**src/rtl/sas_pkg.sv**
```systemverilog
package sas_pkg;

  typedef enum logic [1:0] {
    FMT_I2S  = 2'd0,
    FMT_LJ   = 2'd1,
    FMT_DSPA = 2'd2,
    FMT_DSPB = 2'd3
  } sas_fmt_e;

  // one-bit data delay after the frame start edge
  function automatic logic fmt_delayed(sas_fmt_e f);
    return (f == FMT_I2S) || (f == FMT_DSPA);
  endfunction

  // formats whose stereo frames split into two phases
  function automatic logic fmt_paired(sas_fmt_e f);
    return (f == FMT_I2S) || (f == FMT_LJ);
  endfunction

  // frame begins on a falling frame-sync change
  function automatic logic fmt_start_low(sas_fmt_e f);
    return f == FMT_I2S;
  endfunction

endpackage

```
**src/rtl/sas_insync.sv**
```systemverilog
module sas_insync #(
  parameter int STAGES = 1
) (
  input  logic clk,
  input  logic rst,
  input  logic bclk_i,
  input  logic fs_i,
  input  logic sd_i,
  output logic fs_s,
  output logic sd_s,
  output logic fall_ev,
  output logic rise_ev
);

  logic [STAGES-1:0][2:0] pipe;
  logic [2:0]             last;
  logic                   bclk_d;

  generate
    if (STAGES == 1) begin : g_one
      always_ff @(posedge clk) begin
        if (rst) pipe <= '0;
        else     pipe <= {bclk_i, fs_i, sd_i};
      end
    end else begin : g_chain
      always_ff @(posedge clk) begin
        if (rst) pipe <= '0;
        else     pipe <= {pipe[STAGES-2:0], {bclk_i, fs_i, sd_i}};
      end
    end
  endgenerate

  assign last = pipe[STAGES-1];

  always_ff @(posedge clk) begin
    if (rst) bclk_d <= 1'b0;
    else     bclk_d <= last[2];
  end

  assign fs_s    = last[1];
  assign sd_s    = last[0];
  assign fall_ev = bclk_d & ~last[2];
  assign rise_ev = ~bclk_d & last[2];

endmodule

```
**src/rtl/sas_framer.sv**
```systemverilog
module sas_framer
  import sas_pkg::*;
#(
  parameter int SW_LONG  = 32,
  parameter int SW_SHORT = 16,
  parameter int NCH_MAX  = 16,
  parameter int CHW      = $clog2(NCH_MAX)
) (
  input  logic           clk,
  input  logic           rst,
  input  sas_fmt_e       fmt,
  input  logic           wlen32,
  input  logic [CHW-1:0] chan_m1,
  input  logic           fs_s,
  input  logic           fall_ev,
  output logic           slot_ev,
  output logic           slot_valid,
  output logic           slot_first,
  output logic           slot_last,
  output logic [CHW-1:0] slot_chan
);

  localparam int BPW   = $clog2(SW_LONG * NCH_MAX + 2) + 1;
  localparam int LOG_L = $clog2(SW_LONG);
  localparam int LOG_S = $clog2(SW_SHORT);

  logic [BPW-1:0] pos_q, pos_n, words, pbits, dpos, biw, wmask, widx;
  logic           phase_q, phase_n, live_q, live_n, fs_last_q;
  logic           dual, lead, trail, dly, in_data;

  always_comb begin
    dual  = (chan_m1 == CHW'(1)) && fmt_paired(fmt);
    lead  = fmt_start_low(fmt) ? (fs_last_q & ~fs_s) : (~fs_last_q & fs_s);
    trail = fmt_start_low(fmt) ? (~fs_last_q & fs_s) : (fs_last_q & ~fs_s);
    pos_n   = pos_q;
    phase_n = phase_q;
    live_n  = live_q;
    if (lead) begin
      pos_n   = '0;
      phase_n = 1'b0;
      live_n  = 1'b1;
    end else if (dual && trail && live_q) begin
      pos_n   = '0;
      phase_n = 1'b1;
    end else if (pos_q != '1) begin
      pos_n = pos_q + BPW'(1);
    end
    dly     = fmt_delayed(fmt);
    words   = dual ? BPW'(1) : (BPW'(chan_m1) + BPW'(1));
    pbits   = wlen32 ? (words << LOG_L) : (words << LOG_S);
    wmask   = wlen32 ? BPW'(SW_LONG - 1) : BPW'(SW_SHORT - 1);
    dpos    = pos_n - BPW'(dly);
    in_data = live_n && (pos_n >= BPW'(dly)) && (dpos < pbits);
    biw     = dpos & wmask;
    widx    = wlen32 ? (dpos >> LOG_L) : (dpos >> LOG_S);
  end

  always_ff @(posedge clk) begin
    if (rst) begin
      pos_q      <= '1;
      phase_q    <= 1'b0;
      live_q     <= 1'b0;
      fs_last_q  <= 1'b0;
      slot_ev    <= 1'b0;
      slot_valid <= 1'b0;
      slot_first <= 1'b0;
      slot_last  <= 1'b0;
      slot_chan  <= '0;
    end else begin
      slot_ev <= fall_ev;
      if (fall_ev) begin
        pos_q      <= pos_n;
        phase_q    <= phase_n;
        live_q     <= live_n;
        fs_last_q  <= fs_s;
        slot_valid <= in_data;
        slot_first <= in_data && (biw == '0);
        slot_last  <= in_data && (biw == wmask);
        slot_chan  <= dual ? CHW'(phase_n) : widx[CHW-1:0];
      end
    end
  end

endmodule

```
**src/rtl/sas_tx.sv**
```systemverilog
module sas_tx #(
  parameter int SW_LONG  = 32,
  parameter int SW_SHORT = 16
) (
  input  logic               clk,
  input  logic               rst,
  input  logic               wlen32,
  input  logic               slot_ev,
  input  logic               slot_valid,
  input  logic               slot_first,
  input  logic               tx_valid,
  input  logic [SW_LONG-1:0] tx_data,
  output logic               tx_ready,
  output logic               sd_o,
  output logic               tx_underflow
);

  localparam int PADW = SW_LONG - SW_SHORT;

  logic [SW_LONG-1:0] hold_q, sh_q, aligned;
  logic               full_q;

  assign aligned  = wlen32 ? hold_q : {hold_q[SW_SHORT-1:0], {PADW{1'b0}}};
  assign tx_ready = ~full_q;

  always_ff @(posedge clk) begin
    if (rst) begin
      hold_q       <= '0;
      sh_q         <= '0;
      full_q       <= 1'b0;
      sd_o         <= 1'b0;
      tx_underflow <= 1'b0;
    end else begin
      if (tx_valid && !full_q) begin
        hold_q <= tx_data;
        full_q <= 1'b1;
      end
      if (slot_ev) begin
        if (!slot_valid) begin
          sd_o <= 1'b0;
        end else if (slot_first) begin
          if (full_q) begin
            sd_o   <= aligned[SW_LONG-1];
            sh_q   <= aligned << 1;
            full_q <= 1'b0;
          end else begin
            sd_o         <= 1'b0;
            sh_q         <= '0;
            tx_underflow <= 1'b1;
          end
        end else begin
          sd_o <= sh_q[SW_LONG-1];
          sh_q <= sh_q << 1;
        end
      end
    end
  end

endmodule

```
**src/rtl/sas_rx.sv**
```systemverilog
module sas_rx #(
  parameter int SW_LONG  = 32,
  parameter int SW_SHORT = 16,
  parameter int CHW      = 4
) (
  input  logic               clk,
  input  logic               rst,
  input  logic               wlen32,
  input  logic               rise_ev,
  input  logic               sd_s,
  input  logic               slot_valid,
  input  logic               slot_last,
  input  logic [CHW-1:0]     slot_chan,
  output logic               rx_valid,
  output logic [SW_LONG-1:0] rx_data,
  output logic [CHW-1:0]     rx_chan
);

  localparam int PADW = SW_LONG - SW_SHORT;

  logic [SW_LONG-1:0] sh_q, sh_nx;

  assign sh_nx = {sh_q[SW_LONG-2:0], sd_s};

  always_ff @(posedge clk) begin
    if (rst) begin
      sh_q     <= '0;
      rx_valid <= 1'b0;
      rx_data  <= '0;
      rx_chan  <= '0;
    end else begin
      rx_valid <= 1'b0;
      if (rise_ev && slot_valid) begin
        sh_q <= sh_nx;
        if (slot_last) begin
          rx_valid <= 1'b1;
          rx_data  <= wlen32 ? sh_nx : {{PADW{1'b0}}, sh_nx[SW_SHORT-1:0]};
          rx_chan  <= slot_chan;
        end
      end
    end
  end

endmodule

```
**src/rtl/sas_shifter.sv**
```systemverilog
module sas_shifter
  import sas_pkg::*;
#(
  parameter int SW_LONG   = 32,
  parameter int SW_SHORT  = 16,
  parameter int NCH_MAX   = 16,
  parameter int IN_STAGES = 1,
  localparam int CHW      = $clog2(NCH_MAX)
) (
  input  logic               clk,
  input  logic               rst,
  input  logic [1:0]         cfg_fmt,
  input  logic               cfg_wlen32,
  input  logic [CHW-1:0]     cfg_chan_m1,
  input  logic               bclk_i,
  input  logic               fs_i,
  input  logic               sd_i,
  output logic               sd_o,
  input  logic               tx_valid,
  input  logic [SW_LONG-1:0] tx_data,
  output logic               tx_ready,
  output logic               rx_valid,
  output logic [SW_LONG-1:0] rx_data,
  output logic [CHW-1:0]     rx_chan,
  output logic               tx_underflow
);

  sas_fmt_e       fmt;
  logic           fs_s, sd_s, fall_ev, rise_ev;
  logic           slot_ev, slot_valid, slot_first, slot_last;
  logic [CHW-1:0] slot_chan;

  assign fmt = sas_fmt_e'(cfg_fmt);

  sas_insync #(.STAGES(IN_STAGES)) u_sync (
    .clk(clk), .rst(rst), .bclk_i(bclk_i), .fs_i(fs_i), .sd_i(sd_i),
    .fs_s(fs_s), .sd_s(sd_s), .fall_ev(fall_ev), .rise_ev(rise_ev)
  );

  sas_framer #(
    .SW_LONG(SW_LONG), .SW_SHORT(SW_SHORT), .NCH_MAX(NCH_MAX), .CHW(CHW)
  ) u_framer (
    .clk(clk), .rst(rst), .fmt(fmt), .wlen32(cfg_wlen32), .chan_m1(cfg_chan_m1),
    .fs_s(fs_s), .fall_ev(fall_ev), .slot_ev(slot_ev), .slot_valid(slot_valid),
    .slot_first(slot_first), .slot_last(slot_last), .slot_chan(slot_chan)
  );

  sas_tx #(.SW_LONG(SW_LONG), .SW_SHORT(SW_SHORT)) u_tx (
    .clk(clk), .rst(rst), .wlen32(cfg_wlen32), .slot_ev(slot_ev),
    .slot_valid(slot_valid), .slot_first(slot_first), .tx_valid(tx_valid),
    .tx_data(tx_data), .tx_ready(tx_ready), .sd_o(sd_o),
    .tx_underflow(tx_underflow)
  );

  sas_rx #(.SW_LONG(SW_LONG), .SW_SHORT(SW_SHORT), .CHW(CHW)) u_rx (
    .clk(clk), .rst(rst), .wlen32(cfg_wlen32), .rise_ev(rise_ev), .sd_s(sd_s),
    .slot_valid(slot_valid), .slot_last(slot_last), .slot_chan(slot_chan),
    .rx_valid(rx_valid), .rx_data(rx_data), .rx_chan(rx_chan)
  );

endmodule

```
**config.mk**
```make
export PLATFORM = sky130hd
export DESIGN_NAME = sas_shifter
export DESIGN_NICKNAME = d
export VERILOG_FILES = /design/src/rtl/sas_pkg.sv /design/src/rtl/sas_insync.sv /design/src/rtl/sas_framer.sv /design/src/rtl/sas_tx.sv /design/src/rtl/sas_rx.sv /design/src/rtl/sas_shifter.sv
export SDC_FILE = /design/constraint.sdc
export NUM_CORES = 1
export LEC_CHECK = 0
export BUFFER_PORTS_ARGS = -buffer_cell sky130_fd_sc_hd__buf_2
export CELL_PAD_IN_SITES_DETAIL_PLACEMENT = 1
export CELL_PAD_IN_SITES_GLOBAL_PLACEMENT = 1
export CORE_UTILIZATION = 39
export CTS_BUF_LIST = sky130_fd_sc_hd__clkbuf_16
export DETAILED_ROUTE_END_ITERATION = 16
export HOLD_SLACK_MARGIN = 0.12
export PLACE_DENSITY_LB_ADDON = 0.12
export SYNTH_ARGS = -nofsm -noshare
export SYNTH_HDL_FRONTEND = slang
export SYNTH_SLANG_ARGS = --single-unit
```
**constraint.sdc**
```tcl
create_clock -name clk -period 3.4 [get_ports clk]
set_input_delay 0.17 -clock clk [delete_from_list [all_inputs] [get_ports clk]]
set_output_delay 0.17 -clock clk [all_outputs]
set_load 0.01 [all_outputs]
```
=== Word-level counts from Yosys, hierarchy flattened ===
Index checks and enable logic that the tools add are counted.

* Reductions and logical operators: 18
* Mux-type cells: 26
* Add/subtract/negate cells: 3
* Bitwise gates (word level): 11
* $lt $le $gt $ge: 2
* Equal/unequal tests: 5

{| class="wikitable"
|+ Operators by type and width
! operator !! count
|-
| 32-bit two-way mux || 4
|-
| 11-bit two-way mux || 4
|-
| 1-bit two-way mux || 14
|-
| 11-bit by 1-bit adder with 11-bit output (second input constant) || 1
|-
| 11-bit by 5-bit AND with 11-bit output || 1
|-
| 11-bit equality test || 1
|-
| 11-bit by 1-bit >= comparator with 1-bit output || 1
|-
| 11-bit logical NOT || 1
|-
| 11-bit less-than comparator || 1
|-
| 11-bit inequality test (second input constant) || 1
|-
| 11-bit by 1-bit subtractor with 11-bit output || 1
|-
| 1-bit logical AND || 9
|-
| 4-bit two-way mux || 2
|-
| 7-bit two-way mux || 1
|-
| 1-bit inverter || 6
|-
| 4-bit by 1-bit adder with 5-bit output (second input constant) || 1
|-
| 5-bit two-way mux || 1
|-
| 1-bit AND || 4
|-
| 4-bit by 1-bit equality test with 1-bit output (second input constant) || 1
|-
| 2-bit AND reduction || 2
|-
| 4-bit AND reduction || 1
|-
| 2-bit by 1-bit equality test with 1-bit output (second input constant) || 1
|-
| 2-bit equality test (second input constant) || 1
|-
| 2-bit logical NOT || 1
|-
| other kinds (3) || 4
|}

* Output and inout port bits: 40
* Word-level logic and storage cells: 85
* Bits of input ports: 45
* Register bits: 161

=== Longest topological paths before layout ===
Gate-level depths: netlist of run 1.

* Depth in word-level cells: 11
* Mapped depth: 18

=== Hierarchy ===
Synthesis of run 1 repeated with hierarchy kept, for this count alone.

* Cell total of the unflattened synthesis: 883
* Area, all modules: 7,938.9 um^2

{| class="wikitable"
|+ By module, submodules not included
! module !! sequential area each (um^2) !! cells each !! instances !! area each (um^2)
|-
| sas_rx || 1,361.3 || 302 || 1 || 3,014.1
|-
| sas_tx || 1,321.3 || 318 || 1 || 2,807.7
|-
| sas_framer || 440.4 || 253 || 1 || 1,999.4
|-
| sas_insync || 80.1 || 10 || 1 || 117.6
|}

=== Worst setup path after synthesis of run 1 ===
Ideal clock, no wire load.

* Kind: input port to flip-flop
* Start point: input port cfg_chan_m1[2]
* End point: register u_framer.slot_last
* Required time: 3.304 ns
* Setup time: 0.096 ns
* Data arrival time: 3.661 ns
* Cell stages on the path: 17
* Path buffers: 2
* Path slack: -0.357 ns
* Cell sequence: clkbuf_1 nor4b_2 a22o_1 and2_4 clkbuf_1 a21o_1 ha_1 inv_1 or3_1 a32oi_1 inv_1 ha_1 nand2_1 nand4_1 o31ai_1 o2bb2ai_1 o41ai_2

* Cells in the longest elaborated chain, start to end: 10
* Elaborated cells on any way between the ends: 17

{| class="wikitable"
|+ RTL lines
! item !! RTL line !! source
|-
| start, declared || sas_shifter.sv:14 || <nowiki>input logic [CHW-1:0] cfg_chan_m1,</nowiki>
|-
| 4-bit by 1-bit equality test with 1-bit output || sas_framer.sv:32 || <nowiki>dual = (chan_m1 == CHW'(1)) && fmt_paired(fmt);</nowiki>
|-
| 1-bit logical AND || sas_framer.sv:32 ||
|-
| 1-bit logical AND (2 in a row) || sas_framer.sv:42 || <nowiki>end else if (dual && trail && live_q) begin</nowiki>
|-
| 11-bit two-way mux || sas_framer.sv:42 ||
|-
| 11-bit two-way mux || sas_framer.sv:38 || <nowiki>if (lead) begin</nowiki>
|-
| 11-bit by 1-bit subtractor with 11-bit output or 11-bit by 1-bit >= comparator with 1-bit output (tied branches) || sas_framer.sv:52, sas_framer.sv:53 ||
|-
| 11-bit less-than comparator, or another cell as far along || sas_framer.sv:53 || <nowiki>in_data = live_n && (pos_n >= BPW'(dly)) && (dpos < pbits);</nowiki>
|-
| 1-bit logical AND or 11-bit equality test (tied branches) || sas_framer.sv:53, sas_framer.sv:78 ||
|-
| 1-bit logical AND * || sas_framer.sv:78 || <nowiki>slot_last <= in_data && (biw == wmask);</nowiki>
|-
| end signal, assigned || sas_framer.sv:78 ||
|-
| end, declared || sas_framer.sv:19 || <nowiki>output logic slot_last,</nowiki>
|}

Every way passes the cells marked *; elsewhere a longest branch is shown, timed or not.
A chain may end at the register's enable or synchronous reset.

=== Final worst setup path of run 1 ===
* Start point: register u_framer.pos_q[0]
* End point: register u_framer.slot_last

* Cells in the longest elaborated chain, start to end: 8
* Elaborated cells on any way between the ends: 13

{| class="wikitable"
|+ RTL lines
! item !! RTL line !! source
|-
| start, declared || sas_framer.sv:27 || <nowiki>logic [BPW-1:0] pos_q, pos_n, words, pbits, dpos, biw, wmask, widx;</nowiki>
|-
| start signal, assigned || sas_framer.sv:72 || <nowiki>pos_q <= pos_n;</nowiki>
|-
| 11-bit by 1-bit adder with 11-bit output or 11-bit inequality test (tied branches) || sas_framer.sv:46, sas_framer.sv:45 ||
|-
| 11-bit two-way mux * || sas_framer.sv:45 || <nowiki>end else if (pos_q != '1) begin</nowiki>
|-
| 11-bit two-way mux * || sas_framer.sv:42 ||
|-
| 11-bit two-way mux * || sas_framer.sv:38 ||
|-
| 11-bit by 1-bit subtractor with 11-bit output or 11-bit by 1-bit >= comparator with 1-bit output (tied branches) || sas_framer.sv:52, sas_framer.sv:53 ||
|-
| 11-bit less-than comparator, or another cell as far along || sas_framer.sv:53 ||
|-
| 1-bit logical AND or 11-bit equality test (tied branches) || sas_framer.sv:53, sas_framer.sv:78 ||
|-
| 1-bit logical AND * || sas_framer.sv:78 ||
|}

Marked as above.

==> results of run 1 <==
## power by group through the flow
stage | clock, mW | combinational, mW | sequential [mW]
finish | 1.92 | 0.704 | 1.94
global route | 2.04 | 0.754 | 1.95
floorplan | 0 | 0.341 | 1.97
CTS | 1.95 | 0.592 | 1.94
global placement | 0 | 0.483 | 1.98
detailed placement | 0 | 0.505 | 1.99
## layout make-up
cell class	count	area (sq um)	area share
Multi-Input combinational cell	644	3690	0.413
Sequential cell	160	3210	0.359
Timing Repair Buffer	167	1130	0.127
Clock buffer	17	425	0.0476
Tap cell	225	282	0.0315
Clock inverter	15	158	0.0176
Inverter	11	41.3	0.00462
## path summary, 6_finish.rpt
kind	startpoint	end	slack [ps]	cells past startpoint
worst max-delay path	u_framer.pos_q[0]	u_framer.slot_last	-10	15
worst min-delay path	cfg_fmt[0]	u_framer.live_q	290	5
worst max register to register	u_framer.pos_q[0]	u_framer.slot_last	-10	15
worst min register to register	u_rx.rx_data[19]	u_rx.rx_data[19]	450	2
## kinds of logic after synthesis
family,after synthesis
compound gates,227
xor+xnor,9
fa+ha+maj,10
buf+inv,76
flops,160
mux,17
simple gates,381
## flip-flops by register name, indices dropped and copies added, names as in the netlist
signal               cells
u_rx.rx_data            32
u_tx.hold_q             32
u_rx.sh_q               31
u_tx.sh_q               31
u_framer.pos_q          11
u_framer.slot_chan       4
u_rx.rx_chan             4
u_sync.last              3
u_framer.fs_last_q       1
u_framer.live_q          1
u_framer.phase_q         1
u_framer.slot_ev         1
u_framer.slot_first      1
u_framer.slot_last       1
u_framer.slot_valid      1
u_rx.rx_valid            1
u_sync.bclk_d            1
u_tx.full_q              1
u_tx.sd_o                1
u_tx.tx_underflow        1
## timing repair
action | in CTS | in global routing
hold buffers | 35 | 0
setup buffers | 9 | 10
resized for setup | 13 | 32
setup endpoints to repair | 3 | 3
endpoints found under the hold margin | 35 | 0
pin swaps | 16 | 20
cloned | 0 | 0
## per-stage QoR
stage	util	cell area, sq um
6_report	0.517	8940
3_5_place_dp	0.443	7670
5_1_grt	0.517	8940
2_1_floorplan	-	7020
4_1_cts	0.505	8730
3_3_place_gp	0.443	7670
## metal layers
layer  vias to the layer above  global-route usage  part of all wire  wire length [um]
li1                       3309                   -                 -                 -
met1                      3266               0.278              0.44              9420
met2                       166               0.407              0.51             10900
met3                        43              0.0520             0.032               702
met4                         0              0.0911             0.026               566
met5                         -                   0                 0                 0
## placed cells by master, fill, tap and decap left out, drive strengths merged, types with 5 or more instances in the layout
cell,synthesis,final
buf,6,132
nand3,32,32
a31oi,7,7
xor2,7,7
a21oi,135,135
nand2,214,214
dfxtp,160,160
ha,10,10
nor2b,11,11
inv,11,15
and2,5,5
o31ai,5,5
dlygate4sd3,0,35
o21ai,13,13
clkinv,0,7
nor3,21,21
nand4,7,7
mux2i,16,16
a221oi,15,15
a211o,5,5
nor2,65,65
clkbuf,59,17
a211oi,15,15
## worst max-delay path, cell delays in order (launching register included)
cell and delay, ps:
dfxtp_4 360, ha_4 170, and4_4 210, buf_4 130
a41oi_2 240, o221ai_4 220, o31ai_4 330, nand2_4 80
xor2_2 160, ha_1 360, a21oi_2 190, nor2b_4 60
nor4b_4 270, nand4_1 160, o2bb2ai_2 200, o41ai_2 190
==> flow_summary.yaml, run 1 <==
global_routing:
  track_usage: 0.234
  grt_max_degree: 89
  overflow: 0
  grt_pass1_wl_um: 33800
  grt_pass1_vias: 6783
  antenna_found_initial: 0
yosys:
  synthArstFlopShare: 0
  yosys.area_share.simple: 0.238
  synthXorXnorAreaFrac: 0.0114
  synth_area_leaders: "dfxtp_1 46%, nand2_1 12%, a21oi_1 9.8%, nor2_1 3.5%, clkbuf_1 3.2%"
  yosysUniqueCellTypes: 57
  synth_commonest_cells: "214 x nand2_1, 160 x dfxtp_1, 135 x a21oi_1, 65 x nor2_1, 59 x clkbuf_1"
  synth_area_leader_cell: "dfxtp_1"
  synth_top_family_by_area: "simple AND/OR/NAND/NOR gates"
  synth.most_common_cell: "nand2_1"
  ys_seq_elements: 160
  synthFlopType: "dfxtp_1"
  synth_top_area_share: 0.463
  synth_edf_count: 0
  synth_mux_area_frac: 0.0248
  syn-num-nets: 935
  ys_warn_count: 0
  synth-compound-area-share: 0.202
  syn_inst: 880
  synthAdderAreaFrac: 0.0181
  netlist_area_sq_mm: 0.00692
  synth_area_per_cell_sq_um: 7.87
  yosysSeqAreaShare: 0.463
clocking:
  cts.sinks: 160
  numCtsBuffers: 17
  clk_pin_slew_ps: 70
  cts_tree: "built"
  root_buffer: "clkbuf_16"
  htreeDepth: 4
  clock_path_buffers: 2
  clk_latency_ps: 430
setup_path:
  critPathRequiredTime_ps: 3740
  end_kind: "flop"
  cp-start-kind: "flop"
  worstPathArrival_ps: 3750
  worstSetupPathType: "flop to flop"
  path_max_fanout: 4
cells_and_area:
  instances_no_fill: 1239
  fin_nets: 1056
  nFillCells: 2083
  area_delta_synth_final_pct: 29.2
  drive_gt1_frac: 0.211
  diodes: 0
detailed_routing:
  route.detailed.drc: 0
  drt_iter0_markers: 295
  drtPass1Iterations: 4
  routed_wl_um: 21600
  wl_per_cell_um: 17.5
  ant_nets: 0
  vias_per_cell: 5.48
  vias: 6784
timing:
  setup_viol: 1
  fmax_mhz: 293
  period_share: 1.00
  rsz0062_at_grt: "yes"
  max_slew.worst_pin.slew_ps: 1210
  period_needed_ps: 3410
  relSlewSlack: 0.191
  hold_ws_ps: 288
  setup_ws_ps: -10.5
  final_max_slew_viol_count: 0
  finalClockSkew_ps: 12.2
  hold_viol: 0
  fin_tns_setup_ps: -10.5
power:
  peakVddDrop_mv: 0.379
  internal_power_mw: 3.31
  power-per-cell-area_mw_per_mm2: 510
  power_frac_seq: 0.426
  p_leak_nw: 3.40
  p_total_mw: 4.56
  switchingPower_mw: 1.26
  swShare: 0.275
  power_frac_clock: 0.420
  p_comb_frac: 0.154
floorplan:
  die_w_um: 135
  core_sq_mm: 0.0173
  start_util: 0.400
  io_pins: 85
  rows: 48
  die_height_um: 135
  dieArea_sq_mm: 0.0183
placement:
  dpl.hpwl_um: 13800
  io_buffers: 84
  gp_congestion: 0.878
  dp_slack_ps: -219
  place_inst: 1153
run_status:
  violations: "negative setup slack"
  outcome: "finished, violations left"
worst_hold_path:
  hold_path.class: "input port to flop"
job:
  cap_viol_max_count: 0
Power figures use the tool's default switching activity.
==> run 2, diff against run 1 <==
CELL_PAD_IN_SITES_DETAIL_PLACEMENT = 0   (was 1)
==> run 2 against run 1 <==
The flow now finishes without violations. Count of clock-buffer cells in the layout stayed put. Critical path depth is 1 higher. Clock skew hardly changed. Die area stayed put. Global-route usage is 2.7 points lower.
==> flow_summary.yaml, run 2 (synthesis gave the netlist of run 1 again) <==
run_status:
  outcome: "finished, final reports clean"
power:
  peakVddDrop_mv: 0.370
  p_leak_nw: 3.34
  power-per-cell-area_mw_per_mm2: 504
cells_and_area:
  final_cell_mix: "212 x nand2_1, 156 x dfxtp_1, 132 x a21oi_1"
  instances_no_fill: 1232
  final_common_cell: "nand2_1"
  largest_registers: "u_rx.rx_data x32, u_tx.hold_q x32"
  drive_gt1_frac: 0.201
  area_delta_synth_final_pct: 28.0
  nFillCells: 1675
  fin_nets: 1049
  diodes: 0
detailed_routing:
  routed_wl_um: 18400
  vias: 6566
  drt_iter0_markers: 439
  route.detailed.drc: 0
  vias_per_cell: 5.33
  ant_nets: 0
  wl_per_cell_um: 14.9
  drtPass1Iterations: 5
clocking:
  clock_path_buffers: 2
  clk_latency_ps: 430
  numCtsBuffers: 17
  root_buffer: "clkbuf_16"
  clk_pin_slew_ps: 70
  cts_tree: "built"
  cts.sinks: 160
  htreeDepth: 4
floorplan:
  die_w_um: 135
  die_height_um: 135
  dieArea_sq_mm: 0.0183
  core_sq_mm: 0.0173
  rows: 48
  start_util: 0.400
  io_pins: 85
setup_path:
  r2r_slack_ps: 30
  r2r_cells: 16
  reg2reg_to: "u_framer.slot_last"
  r2r_start: "u_framer.pos_q[1]"
  path_max_fanout: 4
  end_kind: "flop"
  critPathRequiredTime_ps: 3730
  worstSetupPathType: "flop to flop"
  cp-start-kind: "flop"
  worstPathArrival_ps: 3690
timing:
  hold_viol: 0
  setup_ws_ps: 33.5
  hold_ws_ps: 295
  fmax_mhz: 297
  final_max_slew_viol_count: 0
  period_share: 0.990
  max_slew.worst_pin.slew_ps: 1190
  period_needed_ps: 3370
  rsz0062_at_grt: "yes"
  relSlewSlack: 0.202
  finalClockSkew_ps: 12.1
  setup_viol: 0
placement:
  gp_congestion: 0.878
  dpl.hpwl_um: 12100
  dp_slack_ps: -65.8
  place_inst: 1153
  io_buffers: 84
global_routing:
  grt_pass1_wl_um: 30300
  grt_pass1_vias: 6108
  overflow: 0
  grt_max_degree: 89
  antenna_found_initial: 0
  track_usage: 0.206
worst_hold_path:
  min_from: "rst"
  hold_path.class: "input port to flop"
  hold_end: "u_tx.sh_q[17]"
  hold-path-cell-count: 2
job:
  cap_viol_max_count: 0
-- run 2: where the power goes --
part           total [mW]  switching, mW  internal, mW
Combinational       0.629          0.349         0.281
Sequential           1.94         0.0330          1.91
Clock                1.89          0.799          1.09
Total                4.46           1.18          3.28
-- run 2: how the worst max path moves through the flow --
stage	from	cells past startpoint	end
finish	u_framer.pos_q[1]	16	u_framer.slot_last
global route	u_framer.pos_q[1]	16	u_framer.slot_last
CTS	u_framer.pos_q[0]	17	u_framer.slot_last
detailed placement	cfg_chan_m1[1]	19	u_framer.slot_first
global placement	u_framer.pos_q[1]	17	u_framer.slot_first
floorplan	u_framer.pos_q[1]	18	u_framer.slot_first
-- run 2: area by class of cell --
type                       count  area [sq um]  share of cell area
tap                          225           282              0.0318
sequential                   160          3210               0.363
timing repair buffer         160          1080               0.122
multi-input combinational    644          3660               0.413
clock inverter                15           159              0.0179
clock buffer                  17           425              0.0480
inverter                      11          41.3             0.00466
-- run 2: through the flow --
stage	setup TNS, ps	util	instance area (sq um)	power, mW
finish	0	0.512	8860	4.46
global route	-292	0.512	8860	4.65
CTS	-12.5	0.504	8710	4.44
detailed placement	-117	0.443	7670	2.48
global placement	0	0.443	7670	2.47
floorplan	0	-	7020	2.31
-- run 2: what timing repair did --
| action | in CTS | in global routing |
|---|---|---|
| endpoints found under the setup margin | 3 | 3 |
| endpoints found under the hold margin | 35 | 0 |
| pin swaps | 19 | 20 |
| hold buffers | 35 | 0 |
| resized for setup | 16 | 19 |
| setup buffers | 6 | 6 |
-- run 2: worst max-delay path: stages, from the launching register on --
cell and delay [ps]:
dfxtp_4 360, ha_4 150, nand4_1 100, buf_4 190, o31ai_4 300, a21o_1 230
ha_4 160, inv_2 40, or3_1 380, a32oi_2 210, inv_1 110, ha_4 220
nand2_1 70, nand4_1 130, o31ai_2 320, o2bb2ai_2 110, o41ai_2 200
-- run 2: routing by layer --
metal  GRT usage  up-vias  share of wire
li1            -     3294              -
met1       0.263     3088           0.46
met2       0.338      155           0.48
met3      0.0419       29          0.039
met4      0.0874        0          0.024
met5           0        -              0
==> run 3, diff against run 2 <==
SETUP_SLACK_MARGIN = 0.1   (was unset)
==> run 3 against run 2 <==
The run now ends with negative setup slack left. Count of clock-buffer cells in the layout did not move. Critical path depth rose by 2. Core utilization rose by 1.2 points. Global-route usage rose by 0.25 points. Sequential share of layout area fell by 0.82 points. Largest cell class unchanged. Clock skew fell by 4.2 ps. Cell area rose by 2.3%.
==> flow_summary.yaml, run 3 (synthesis gave the netlist of run 1 again) <==
power:
  swShare: 0.263
  p_leak_nw: 3.48
  internal_power_mw: 3.34
  peakVddDrop_mv: 0.375
  switchingPower_mw: 1.19
  power_frac_seq: 0.429
  p_comb_frac: 0.162
  power-per-cell-area_mw_per_mm2: 500
  power_frac_clock: 0.410
floorplan:
  io_pins: 85
  rows: 48
  core_sq_mm: 0.0173
  start_util: 0.400
  dieArea_sq_mm: 0.0183
  die_height_um: 135
  die_w_um: 135
global_routing:
  grt_max_degree: 88
  antenna_found_initial: 0
  overflow: 0
  track_usage: 0.209
  grt_pass1_vias: 6175
  grt_pass1_wl_um: 30400
timing:
  fmax_mhz: 291
  setup_viol: 3
  max_slew.worst_pin.slew_ps: 1220
  period_needed_ps: 3430
  setup_ws_ps: -32.8
  final_max_slew_viol_count: 0
  relSlewSlack: 0.187
  period_share: 1.01
  hold_viol: 0
  finalClockSkew_ps: 7.85
  rsz0062_at_grt: "yes"
cells_and_area:
  largest_registers: "u_rx.rx_data x32, u_tx.hold_q x32"
  final_common_cell: "nand2_1"
  final_core_util: 0.524
  area_delta_synth_final_pct: 31.0
  drive_gt1_frac: 0.219
  final_cell_mix: "210 x nand2_1, 156 x dfxtp_1, 131 x a21oi_1"
  diodes: 0
  fin_nets: 1070
  fin_area_sq_mm: 0.00906
clocking:
  numCtsBuffers: 17
  clk_latency_ps: 420
  cts_tree: "built"
  root_buffer: "clkbuf_16"
  clock_path_buffers: 2
  clk_pin_slew_ps: 60
  htreeDepth: 4
  cts.sinks: 160
worst_hold_path:
  min_from: "rst"
  hold_path.class: "input port to flop"
setup_path:
  cp-startpoint: "u_framer.pos_q[1]"
  critPathRequiredTime_ps: 3730
  cp-start-kind: "flop"
  worstPathCellList: "ha_4 > and4_4 > nand3_4 > xor2_2 > nand2_2 > ha_4 > buf_6 > ha_4 > inv_2 > or3_4 > a32oi_2 > inv_1 > ha_4 > nand2_2 > nand4_1 > o31ai_2 > o2bb2ai_2 > o31ai_1"
  endpoint: "u_framer.slot_first"
  r2r_cells: 18
  crit_path_frequent_cell: "ha_4"
  r2r_start: "u_framer.pos_q[1]"
  path_max_fanout: 4
  worstSetupPathType: "flop to flop"
  r2r_slack_ps: -30
  cp_slowest_cell: "dfxtp_4"
  cpPeakStageDelay_ps: 370
  worstPathArrival_ps: 3760
  end_kind: "flop"
  reg2reg_to: "u_framer.slot_first"
placement:
  io_buffers: 84
  gp_congestion: 0.886
  placed_area_sq_mm: 0.00767
  dpl.hpwl_um: 12300
detailed_routing:
  vias_per_cell: 5.30
  ant_nets: 0
  drtPass1Iterations: 5
  drt_iter0_markers: 417
  routed_wl_um: 18900
  route.detailed.drc: 0
  vias: 6637
  wl_per_cell_um: 15.1
job:
  cap_viol_max_count: 0
run_status:
  outcome: "finished, violations left"
  violations: "negative setup slack"
-- run 3: cell count changes in the layout (fill, tap and decap cells not counted), sizes merged --
cell      change
buf          +21
clkinvlp      -4
clkinv        +4
-- run 3: layer usage --
metal	wire [um]	GRT usage	part of all wire	vias to the layer above
li1	-	-	-	3335
met1	8510	0.266	0.45	3080
met3	874	0.0486	0.046	40
met2	9060	0.340	0.48	182
met5	0	0	0	-
met4	421	0.0855	0.022	0
-- run 3: through the flow --
stage	hold slack, ps	total power, mW	instances	TNS [ps]	worst slack (ps)
after floorplan	261	2.31	880	0	100
after global placement	382	2.47	1154	0	33.1
after detailed placement	386	2.47	1154	-199	-77.5
after CTS	298	4.50	1248	-30.4	-30.4
after global routing	341	4.73	1253	-324	-133
final	305	4.53	1253	-74.2	-32.8
-- run 3: how the worst min path moves through the flow --
stage,slack (ps),endpoint,cells past startpoint
after global routing,340,u_sync.last[1],2
final,310,u_tx.tx_underflow,2
after detailed placement,390,u_sync.last[1],2
after floorplan,260,u_framer.slot_ev,1
after CTS,300,u_framer.live_q,5
after global placement,380,u_sync.last[1],2
-- run 3: what timing repair did --
action,in CTS,in global routing
pin swaps,18,23
endpoints found under the hold margin,35,0
gates resized for setup,22,27
setup endpoints to repair,3,5
setup buffers,27,8
hold buffers,35,0
-- run 3: power by group through the flow --
stage / clock [mW] / sequential, mW / combinational (mW)
floorplan: 0 / 1.97 / 0.341
global placement: 0 / 1.98 / 0.485
detailed placement: 0 / 1.98 / 0.491
CTS: 1.91 / 1.94 / 0.653
global route: 2.00 / 1.95 / 0.790
finish: 1.86 / 1.94 / 0.733
-- run 3: critical path, delay by kind of cell (launching register included) --
family	cells	cell delay, ps
DFF	1	370
buffers and inverters	3	260
xor gates and xnor gates	1	170
AOI/OAI and AO/OA	4	860
and+or+nand+nor	6	1010
adders and majority gates	4	670
-- run 3: layout make-up --
cell class              count  area [sq um]
clock buffers              17           425
clock inverters            15           145
fillers                  1659          8230
inverters                  11          41.3
multi-input cells         644          3700
flip-flops and latches    160          3210
well taps                 225           282
repair buffers            181          1250
